## config.mk

```make
export PLATFORM = sky130hd
export DESIGN_NAME = tmr_bank
export DESIGN_NICKNAME = d
export VERILOG_FILES = /design/src/rtl/tmr_pkg.sv /design/src/rtl/tmr_rate_gen.sv /design/src/rtl/tmr_channel.sv /design/src/rtl/tmr_bank.sv
export SDC_FILE = /design/constraint.sdc
export NUM_CORES = 1
export LEC_CHECK = 0
export BUFFER_PORTS_ARGS = -buffer_cell sky130_fd_sc_hd__buf_2
export CORE_UTILIZATION = 60
export DETAILED_ROUTE_END_ITERATION = 12
export GPL_TIMING_DRIVEN = 0
export PLACE_DENSITY_LB_ADDON = 0.08
export SYNTH_ARGS = -nofsm -noshare
export SYNTH_HDL_FRONTEND = slang
export SYNTH_HIERARCHICAL = 1
export SYNTH_SLANG_ARGS = --single-unit
```

## constraint.sdc

```tcl
create_clock -name clk -period 6.02 [get_ports clk]
set_input_delay 0.301 -clock clk [delete_from_list [all_inputs] [get_ports clk]]
set_output_delay 0.301 -clock clk [all_outputs]
set_load 0.02 [all_outputs]
```

## src/rtl/tmr_pkg.sv

```systemverilog
package tmr_pkg;
  localparam int NUM_TMR   = 4;
  localparam int LANE_W    = 8;
  localparam int RATE_W    = 2;
  localparam int NUM_RATES = 1 << RATE_W;

  localparam int FLD_FLAG  = 0;
  localparam int FLD_RUN   = 1;
  localparam int FLD_IEN   = 2;
  localparam int FLD_RATE  = 3;

  localparam int NUM_NARROW = 2;

  function automatic int chan_width(input int idx, input int narrow_w, input int wide_w);
    return (idx < NUM_NARROW) ? narrow_w : wide_w;
  endfunction

  function automatic int reload_offset(input int idx);
    return 4 + 8 * idx;
  endfunction

  function automatic int count_offset(input int idx);
    return 8 + 8 * idx;
  endfunction
endpackage

```

## src/rtl/tmr_rate_gen.sv

```systemverilog
module tmr_rate_gen #(
  parameter int NUM_RATES = 4
) (
  input  logic                 clk,
  input  logic                 rst,
  output logic [NUM_RATES-1:0] tick
);
  localparam int DIV_W = NUM_RATES;

  logic [DIV_W-1:0]     div_q;
  logic [NUM_RATES-1:0] tick_d;

  always_comb begin
    for (int k = 0; k < NUM_RATES; k++) begin
      logic [DIV_W-1:0] mask;
      mask      = DIV_W'((1 << (k + 1)) - 1);
      tick_d[k] = ((div_q & mask) == mask);
    end
  end

  always_ff @(posedge clk) begin
    if (rst) begin
      div_q <= '0;
      tick  <= '0;
    end else begin
      div_q <= div_q + 1'b1;
      tick  <= tick_d;
    end
  end

  AST_FAST_TICK_ALTERNATES: assert property (@(posedge clk) disable iff (rst)
    tick[0] |=> !tick[0]);

  AST_SLOW_TICK_SPACED: assert property (@(posedge clk) disable iff (rst)
    tick[NUM_RATES-1] |=> !tick[NUM_RATES-1]);

  generate
    for (genvar k = 1; k < NUM_RATES; k++) begin : g_nest
      AST_TICK_NESTED: assert property (@(posedge clk) disable iff (rst)
        tick[k] |-> tick[k-1]);
    end
  endgenerate
endmodule

```

## src/rtl/tmr_channel.sv

```systemverilog
module tmr_channel #(
  parameter int CNT_W = 16
) (
  input  logic             clk,
  input  logic             rst,
  input  logic             run,
  input  logic             tick,
  input  logic             load,
  input  logic [CNT_W-1:0] load_val,
  output logic [CNT_W-1:0] count,
  output logic [CNT_W-1:0] reload,
  output logic             expire
);
  logic at_zero;

  assign at_zero = (count == '0);
  assign expire  = run && tick && at_zero;

  always_ff @(posedge clk) begin
    if (rst) begin
      count  <= '0;
      reload <= '0;
    end else if (load) begin
      reload <= load_val;
      count  <= load_val;
    end else if (run && tick) begin
      count <= at_zero ? reload : count - 1'b1;
    end
  end

  AST_HOLD_IDLE: assert property (@(posedge clk) disable iff (rst)
    (!run && !load) |=> $stable(count));

  AST_RELOAD_AFTER_ZERO: assert property (@(posedge clk) disable iff (rst)
    (expire && !load) |=> (count == $past(reload)));

  AST_STEP_DOWN: assert property (@(posedge clk) disable iff (rst)
    (run && tick && !load && !at_zero) |=> (count == $past(count) - 1'b1));

  AST_LOAD_TAKES: assert property (@(posedge clk) disable iff (rst)
    load |=> (count == $past(load_val) && reload == $past(load_val)));
endmodule

```

## src/rtl/tmr_bank.sv

```systemverilog
module tmr_bank
  import tmr_pkg::*;
#(
  parameter int DATA_W   = 32,
  parameter int ADDR_W   = 6,
  parameter int NARROW_W = 16,
  parameter int WIDE_W   = 32
) (
  input  logic              clk,
  input  logic              rst,
  input  logic              bus_we,
  input  logic [ADDR_W-1:0] bus_addr,
  input  logic [DATA_W-1:0] bus_wdata,
  output logic [DATA_W-1:0] bus_rdata,
  output logic              irq
);
  localparam int CTRL_ADDR = 0;

  logic [NUM_RATES-1:0]             tick;
  logic [NUM_TMR-1:0]               run_q;
  logic [NUM_TMR-1:0]               ien_q;
  logic [NUM_TMR-1:0]               flag_q;
  logic [NUM_TMR-1:0][RATE_W-1:0]   rate_q;
  logic [NUM_TMR-1:0]               expire;
  logic [DATA_W-1:0]                cnt_word [NUM_TMR];
  logic [DATA_W-1:0]                rld_word [NUM_TMR];
  logic [DATA_W-1:0]                ctrl_word;
  logic [DATA_W-1:0]                rd_d;
  logic                             ctrl_wr;

  assign ctrl_wr = bus_we && (bus_addr == ADDR_W'(CTRL_ADDR));

  tmr_rate_gen #(.NUM_RATES(NUM_RATES)) i_rate_gen (
    .clk  (clk),
    .rst  (rst),
    .tick (tick)
  );

  generate
    for (genvar i = 0; i < NUM_TMR; i++) begin : g_chan
      localparam int W = chan_width(i, NARROW_W, WIDE_W);
      localparam logic [ADDR_W-1:0] RLD_A = ADDR_W'(reload_offset(i));
      localparam logic [ADDR_W-1:0] CNT_A = ADDR_W'(count_offset(i));

      logic [W-1:0] cnt_w;
      logic [W-1:0] rld_w;
      logic         load;

      assign load = bus_we && (bus_addr == RLD_A);

      tmr_channel #(.CNT_W(W)) i_chan (
        .clk      (clk),
        .rst      (rst),
        .run      (run_q[i]),
        .tick     (tick[rate_q[i]]),
        .load     (load),
        .load_val (bus_wdata[W-1:0]),
        .count    (cnt_w),
        .reload   (rld_w),
        .expire   (expire[i])
      );

      assign cnt_word[i] = DATA_W'(cnt_w);
      assign rld_word[i] = DATA_W'(rld_w);

      AST_FLAG_STICKY: assert property (@(posedge clk) disable iff (rst)
        (flag_q[i] && !(ctrl_wr && bus_wdata[LANE_W*i + FLD_FLAG])) |=> flag_q[i]);

      AST_EXPIRE_WINS: assert property (@(posedge clk) disable iff (rst)
        expire[i] |=> flag_q[i]);

      if (W < DATA_W) begin : g_narrow_chk
        AST_UPPER_ZERO: assert property (@(posedge clk) disable iff (rst)
          (bus_addr == RLD_A || bus_addr == CNT_A) |=> (bus_rdata[DATA_W-1:W] == '0));
      end
    end
  endgenerate

  always_ff @(posedge clk) begin
    if (rst) begin
      run_q  <= '0;
      ien_q  <= '0;
      flag_q <= '0;
      rate_q <= '0;
      irq    <= 1'b0;
    end else begin
      for (int i = 0; i < NUM_TMR; i++) begin
        if (ctrl_wr) begin
          run_q[i]  <= bus_wdata[LANE_W*i + FLD_RUN];
          ien_q[i]  <= bus_wdata[LANE_W*i + FLD_IEN];
          rate_q[i] <= bus_wdata[LANE_W*i + FLD_RATE +: RATE_W];
        end
        flag_q[i] <= (flag_q[i] && !(ctrl_wr && bus_wdata[LANE_W*i + FLD_FLAG])) || expire[i];
      end
      irq <= |(flag_q & ien_q);
    end
  end

  always_comb begin
    ctrl_word = '0;
    for (int i = 0; i < NUM_TMR; i++) begin
      ctrl_word[LANE_W*i + FLD_FLAG]          = flag_q[i];
      ctrl_word[LANE_W*i + FLD_RUN]           = run_q[i];
      ctrl_word[LANE_W*i + FLD_IEN]           = ien_q[i];
      ctrl_word[LANE_W*i + FLD_RATE +: RATE_W] = rate_q[i];
    end
  end

  always_comb begin
    rd_d = '0;
    if (bus_addr == ADDR_W'(CTRL_ADDR)) rd_d = ctrl_word;
    for (int i = 0; i < NUM_TMR; i++) begin
      if (bus_addr == ADDR_W'(reload_offset(i))) rd_d = rld_word[i];
      if (bus_addr == ADDR_W'(count_offset(i)))  rd_d = cnt_word[i];
    end
  end

  always_ff @(posedge clk) begin
    if (rst) bus_rdata <= '0;
    else     bus_rdata <= rd_d;
  end

  AST_IRQ_RAISED: assert property (@(posedge clk) disable iff (rst)
    (|(flag_q & ien_q)) |=> irq);

  AST_IRQ_QUIET: assert property (@(posedge clk) disable iff (rst)
    !(|(flag_q & ien_q)) |=> !irq);
endmodule

```

-- After elaboration in Yosys (flattened, before gate mapping)
Index checks and enable logic that the tools add are counted.
- add/subtract/negate cells: 5
- magnitude comparators: 4
- eq/ne operators: 11
- mux-type cells: 29
- bitwise logic cells: 1
- reduce and logical (&&, ||, !) cells: 39
- operators by type and width (operator ; count):
    $mux 32 ; 14
    $mux 16 ; 6
    $logic_not 32->1 ; 2
    $sub 32x1->32 const B ; 2
    $logic_not 16->1 ; 2
    $sub 16x1->16 const B ; 2
    $mux 29 ; 1
    $eq 6x5->1 const B ; 4
    $logic_and 1x1->1 ; 21
    $eq 6x4->1 const B ; 2
    $lt 2x3->1 const B ; 4
    $bmux 1 s2 ; 4
    $reduce_bool 2->1 ; 4
    $eq 6x3->1 const B ; 1
    $eq 6x6->1 const B ; 1
    $logic_not 6->1 ; 1
    $add 4x1->4 const B ; 1
    $and 4x4->4 ; 1
    $eq 4x4->1 const B ; 1
    $logic_not 1->1 ; 4
    $logic_or 1x1->1 ; 4
    $mux 1 ; 4
    $reduce_or 4->1 ; 1
    $eq 3x3->1 const B ; 1
    $eq 2x2->1 const B ; 1
- register bits after elaboration: 253
- input bits: 41
- output and inout bits: 33
- word-level logic and storage cells: 108

-- Depth between registers and ports, before layout
- depth in word-level cells: 10
- mapped depth: 11
- mapped depth without buffers: 9

-- Hierarchy
Netlist, hierarchy kept.
- modules (own cells, without submodules) (module ; instances ; cells an instance ; area each (sq um) ; seq. area each (sq um)):
    tmr_channel at g_chan[2].i_chan ... ; 2 ; 430 ; 3500.9 ; 1281.2
    tmr_channel at g_chan[0].i_chan ... ; 2 ; 226 ; 1870.5 ; 640.6
    tmr_bank ; 1 ; 411 ; 3702.3 ; 1061.0
    tmr_rate_gen ; 1 ; 21 ; 256.5 ; 160.2

-- Worst setup path before layout
OpenSTA, ideal clock, no wires.
- path type: in2reg
- start: input port bus_addr[1]
- end: register g_chan[2].i_chan.reload[10]
- library setup time: 0.128 ns
- arrival: 2.223 ns
- required time: 5.892 ns
- path slack: 3.669 ns
- stages: 8
- buffers on the path: 4
- cell sequence: nor4b_2 > buf_2 > buf_4 > and3_1 > clkbuf_1 > buf_1 > mux2i_1 > nor2_1
- word-level cells in the longest chain between the ends: 2
- ends and longest elaborated chain (element ; RTL line ; RTL):
    from (decl) ; tmr_bank.sv:12 ; input logic [ADDR_W-1:0] bus_addr,
    $eq 6x5->1 ; tmr_bank.sv:49 ; assign load = bus_we && (bus_addr == RLD_A);
    $logic_and 1x1->1 ; tmr_bank.sv:49 ;
    via g_chan[2].load ; tmr_bank.sv:47 ; logic load;
    to (signal assigned) ; tmr_channel.sv:24 ; reload <= load_val;
    to (decl) ; tmr_channel.sv:11 ; output logic [CNT_W-1:0] reload,
The timed path passes the listed nets, and every way through them passes these cells.
A chain may end at the register's enable or synchronous reset.

-- Worst setup path in the final report
- start: register g_chan[2].i_chan.count[0]
- end: register g_chan[2].i_chan.count[14]
- word-level cells in the longest chain between the ends: 4
- elaborated cells on any way between the ends: 5
- classes of those cells: add/sub: 1; mux: 3; reduce/logical: 1
- ends and longest elaborated chain (element ; RTL line ; RTL):
    from (decl) ; tmr_channel.sv:10 ; output logic [CNT_W-1:0] count,
    from (signal assigned) ; tmr_channel.sv:25 ; count <= load_val;
    from (signal assigned) ; tmr_channel.sv:27 ; count <= at_zero ? reload : count - 1'b1;
    $sub 32x1->32 / $logic_not 32->1 (equally long branches) ; tmr_channel.sv:27, tmr_channel.sv:16 ;
    $mux 32 * ; tmr_channel.sv:27 ;
    $mux 32 * ; tmr_channel.sv:26 ; end else if (run && tick) begin
    $mux 32 * ; tmr_channel.sv:23 ; end else if (load) begin
Mark *: on every way between the ends. The rest lies on a longest branch, timed or not. The select of a mux whose other input is x is not followed.

==> results.cfg <==
[power_and_ir_drop]
p_switching_mw = 1.08
switching_share = 0.267
pwr-share-seq = 0.421
p_comb_frac = 0.125
p_clk_frac = 0.453
power_per_cell_area_nw_per_um2 = 246
power.internal_mw = 2.97
peakVddDrop_mv = 0.251
p_leak_nw = 6.07
total_power_mw = 4.05

[routing]
drt.antenna.violating_nets = 0
drtIter0Drc = 2215
drc = 0
dr.pass1.iters = 7
wl_per_cell_um = 26.8
wirelength_um = 58700
viasPerCell = 7.00
dr_total_vias = 15300

[worst_setup_path]
reg2reg_from = g_chan[2].i_chan/count[0]
reg2reg_depth = 8
cp.arrival_ps = 3310
cp-start-kind = flip-flop
cp-end-kind = flip-flop
r2r-end = g_chan[2].i_chan/count[14]
cp_data_required_time_ps = 6400
crit_type = reg2reg
r2r_slack_ps = 3090
cp_max_fo = 10

[yosys]
synth_top_family_by_area = compound AO/OA/AOI/OAI gates
yosysWarningCount = 6
synthArstFlopShare = 0
yosysTopAreaCell = dfxtp_1
syn_avg_cell_area_um2 = 8.43
synth_nets = 1795
synth_flop_cell = dfxtp_1
synthAdderAreaFrac = 0.00851
ys_ff_latch = 253
ys_types = 84
yosys-mux-area-fraction = 0.116
ys_seq_area_frac = 0.345
synth_cells = 1744
synth_edf_count = 0
synth-compound-area-share = 0.226
yosysTopAreaCellShare = 0.345
synth_xor_area_frac = 0.0274
synthTopCellsByArea = dfxtp_1, mux2i_1, nor2_1
synthSimpleGateAreaFrac = 0.220
synth_area_um2 = 14700

[clock_network]
cts_made_buffers = 28
cts_sinks = 253
worstSkewPairLatency_ps = 560
post_cts_buffers = 0
clk_pin_slew_ps = 60
clockBufferDepth = 3
root_buffer = clkbuf_16
htreeDepth = 1
cts_tree = done
ctsHoldBuffers = 0
cts_resized = 0

[floorplan]
fp.dieH_um = 159
die-area_um2 = 25100
die_x_um = 159
num_rows = 56
coreArea_um2 = 23800
io_pins = 74
initial_utilization = 0.619

[final_layout]
post-route-util = 0.692
drive_gt1_frac = 0.132
layout.nets = 1896
finalNonFillerCells = 2187
area.growth.synth_to_final_pct = 11.8
fin_area_um2 = 16400

[worst_hold_path]
worst_hold_path.endpoint = g_chan[3].i_chan/reload[21]
min_path_cells = 3
hold_start = bus_wdata[21]
hp-class = in2reg

[timing]
tns_ps = 0
setup_ws_ps = 3090
worst_hold_slack_ps = 55.4
rsz0062_at_grt = no
finClkSkew_ps = 15.6
slew_headroom = 0.200
hold_violations = 0
timing.fmax_ghz = 0.341
post-route-period-util = 0.487
fin_crit_ps = 2930
slew_viol_final = 0
setup_viol = 0
worstMarginPinSlew_ps = 1190

[place]
place_hpwl_um = 42300
portBuffers = 71
dp.cells = 2134
preCtsSetupSlack_ps = 2860
dpl_cell_area_um2 = 15500
place_congestion = 1.09

[global_routing]
grt_pass1_vias = 13900
grt_first_pass_wirelength_um = 85000
antenna_found_initial = 1
grt_usage = 0.461
grt_max_degree = 16
grt_overflow = 0

[job]
max-cap-violations = 0

[run_status]
status = finished clean
-- per-layer routing --
metal / vias to the layer above / GRT usage / routed length (um)
li1: 6713 / - / -
met1: 7146 / 0.575 / 21600
met2: 1137 / 0.699 / 24900
met3: 316 / 0.0819 / 6590
met4: 0 / 0.371 / 5590
met5: - / 0 / 0
-- Yosys cell counts (10+ instances only) --
cell	number
nand3_1	28
a222oi_1	16
o21ai_0	57
buf_6	16
a211oi_1	41
o21ai_1	31
inv_1	30
and2_1	18
nor3b_1	10
nand2_1	140
a22oi_1	19
nor2b_1	16
a32oi_1	10
clkbuf_1	73
nor3_1	67
or3_1	14
o221ai_1	22
o211ai_1	26
dfxtp_1	253
xnor2_1	30
a21oi_1	125
nor2_1	210
buf_2	29
nor4_1	23
buf_1	15
mux2i_1	130
a311oi_1	18
xor2_1	16
a22o_1	10
a31oi_1	19
a221oi_1	12
ha_1	10
mux2_4	11
-- layout by cell type, fill, tap and decap left out, types with 41 or more instances in the layout --
cell	Yosys	final
nor2_1	210	210
dfxtp_1	253	253
mux2i_1	130	130
o21ai_0	57	57
clkbuf_1	73	80
nor3_1	67	67
a211oi_1	41	41
nand2_1	140	140
buf_2	29	100
a21oi_1	125	125
-- worst max path at each step --
| stage | start | end | slack [ps] | depth (start not counted) |
|---|---|---|---|---|
| after floorplan | bus_addr[1] | g_chan[2].i_chan/reload[10] | 3670 | 8 |
| after global placement | bus_addr[2] | g_chan[0].i_chan/reload[7] | 2860 | 10 |
| final | g_chan[2].i_chan/count[0] | g_chan[2].i_chan/count[14] | 3090 | 8 |
| after detailed placement | bus_addr[1] | g_chan[2].i_chan/reload[26] | 2860 | 9 |
| after global routing | g_chan[3].i_chan/count[1] | g_chan[3].i_chan/count[5] | 2960 | 8 |
| after CTS | g_chan[2].i_chan/count[0] | g_chan[2].i_chan/count[14] | 3300 | 8 |
-- power by group through the flow --
stage / Clock (mW) / Combinational [mW] / Sequential (mW)
2_1_floorplan: 0 / 0.314 / 1.73
3_3_place_gp: 0 / 0.472 / 1.74
3_5_place_dp: 0 / 0.477 / 1.74
4_1_cts: 1.83 / 0.481 / 1.70
5_1_grt: 1.89 / 0.529 / 1.70
6_report: 1.83 / 0.508 / 1.71
-- final cells by class --
type                       count  area, um^2
buffer                       138         726
timing repair buffer          71         355
tap                          319         399
inverter                      33         124
sequential                   253        5060
clock buffer                  42         835
fill                        2000        7310
clock inverter                 8         140
multi-input combinational   1320        8790
antenna                        3        7.51
-- worst max-delay path, cell delays in order, from the launching register on --
cell and delay, ps:
dfxtp_1 410, inv_1 150, ha_1 150, nor4b_1 530, and4_1 330, nand3_1 340, clkbuf_1 410, nor3_1 330
a211oi_1 100
-- sequential cells by signal, indices dropped and copies added (netlist names) --
signal,count
irq,1
flag_q,4
i_rate_gen/tick,4
ien_q,4
g_chan.i_chan/count,96
ctrl_word,8
g_chan.i_chan/reload,96
run_q,4
i_rate_gen/div_q,4
bus_rdata,32
-- kinds of logic (layout without fill, tap and decap cells) --
family          count (synthesis)  after routing
compound gates                487            487
fa+ha+maj                      10             10
xor+xnor                       46             46
flops                         253            253
simple gates                  621            621
other cells                     0              3
buf+inv                       171            292
mux                           156            156
No activity file was read; power rests on OpenSTA's default activity.
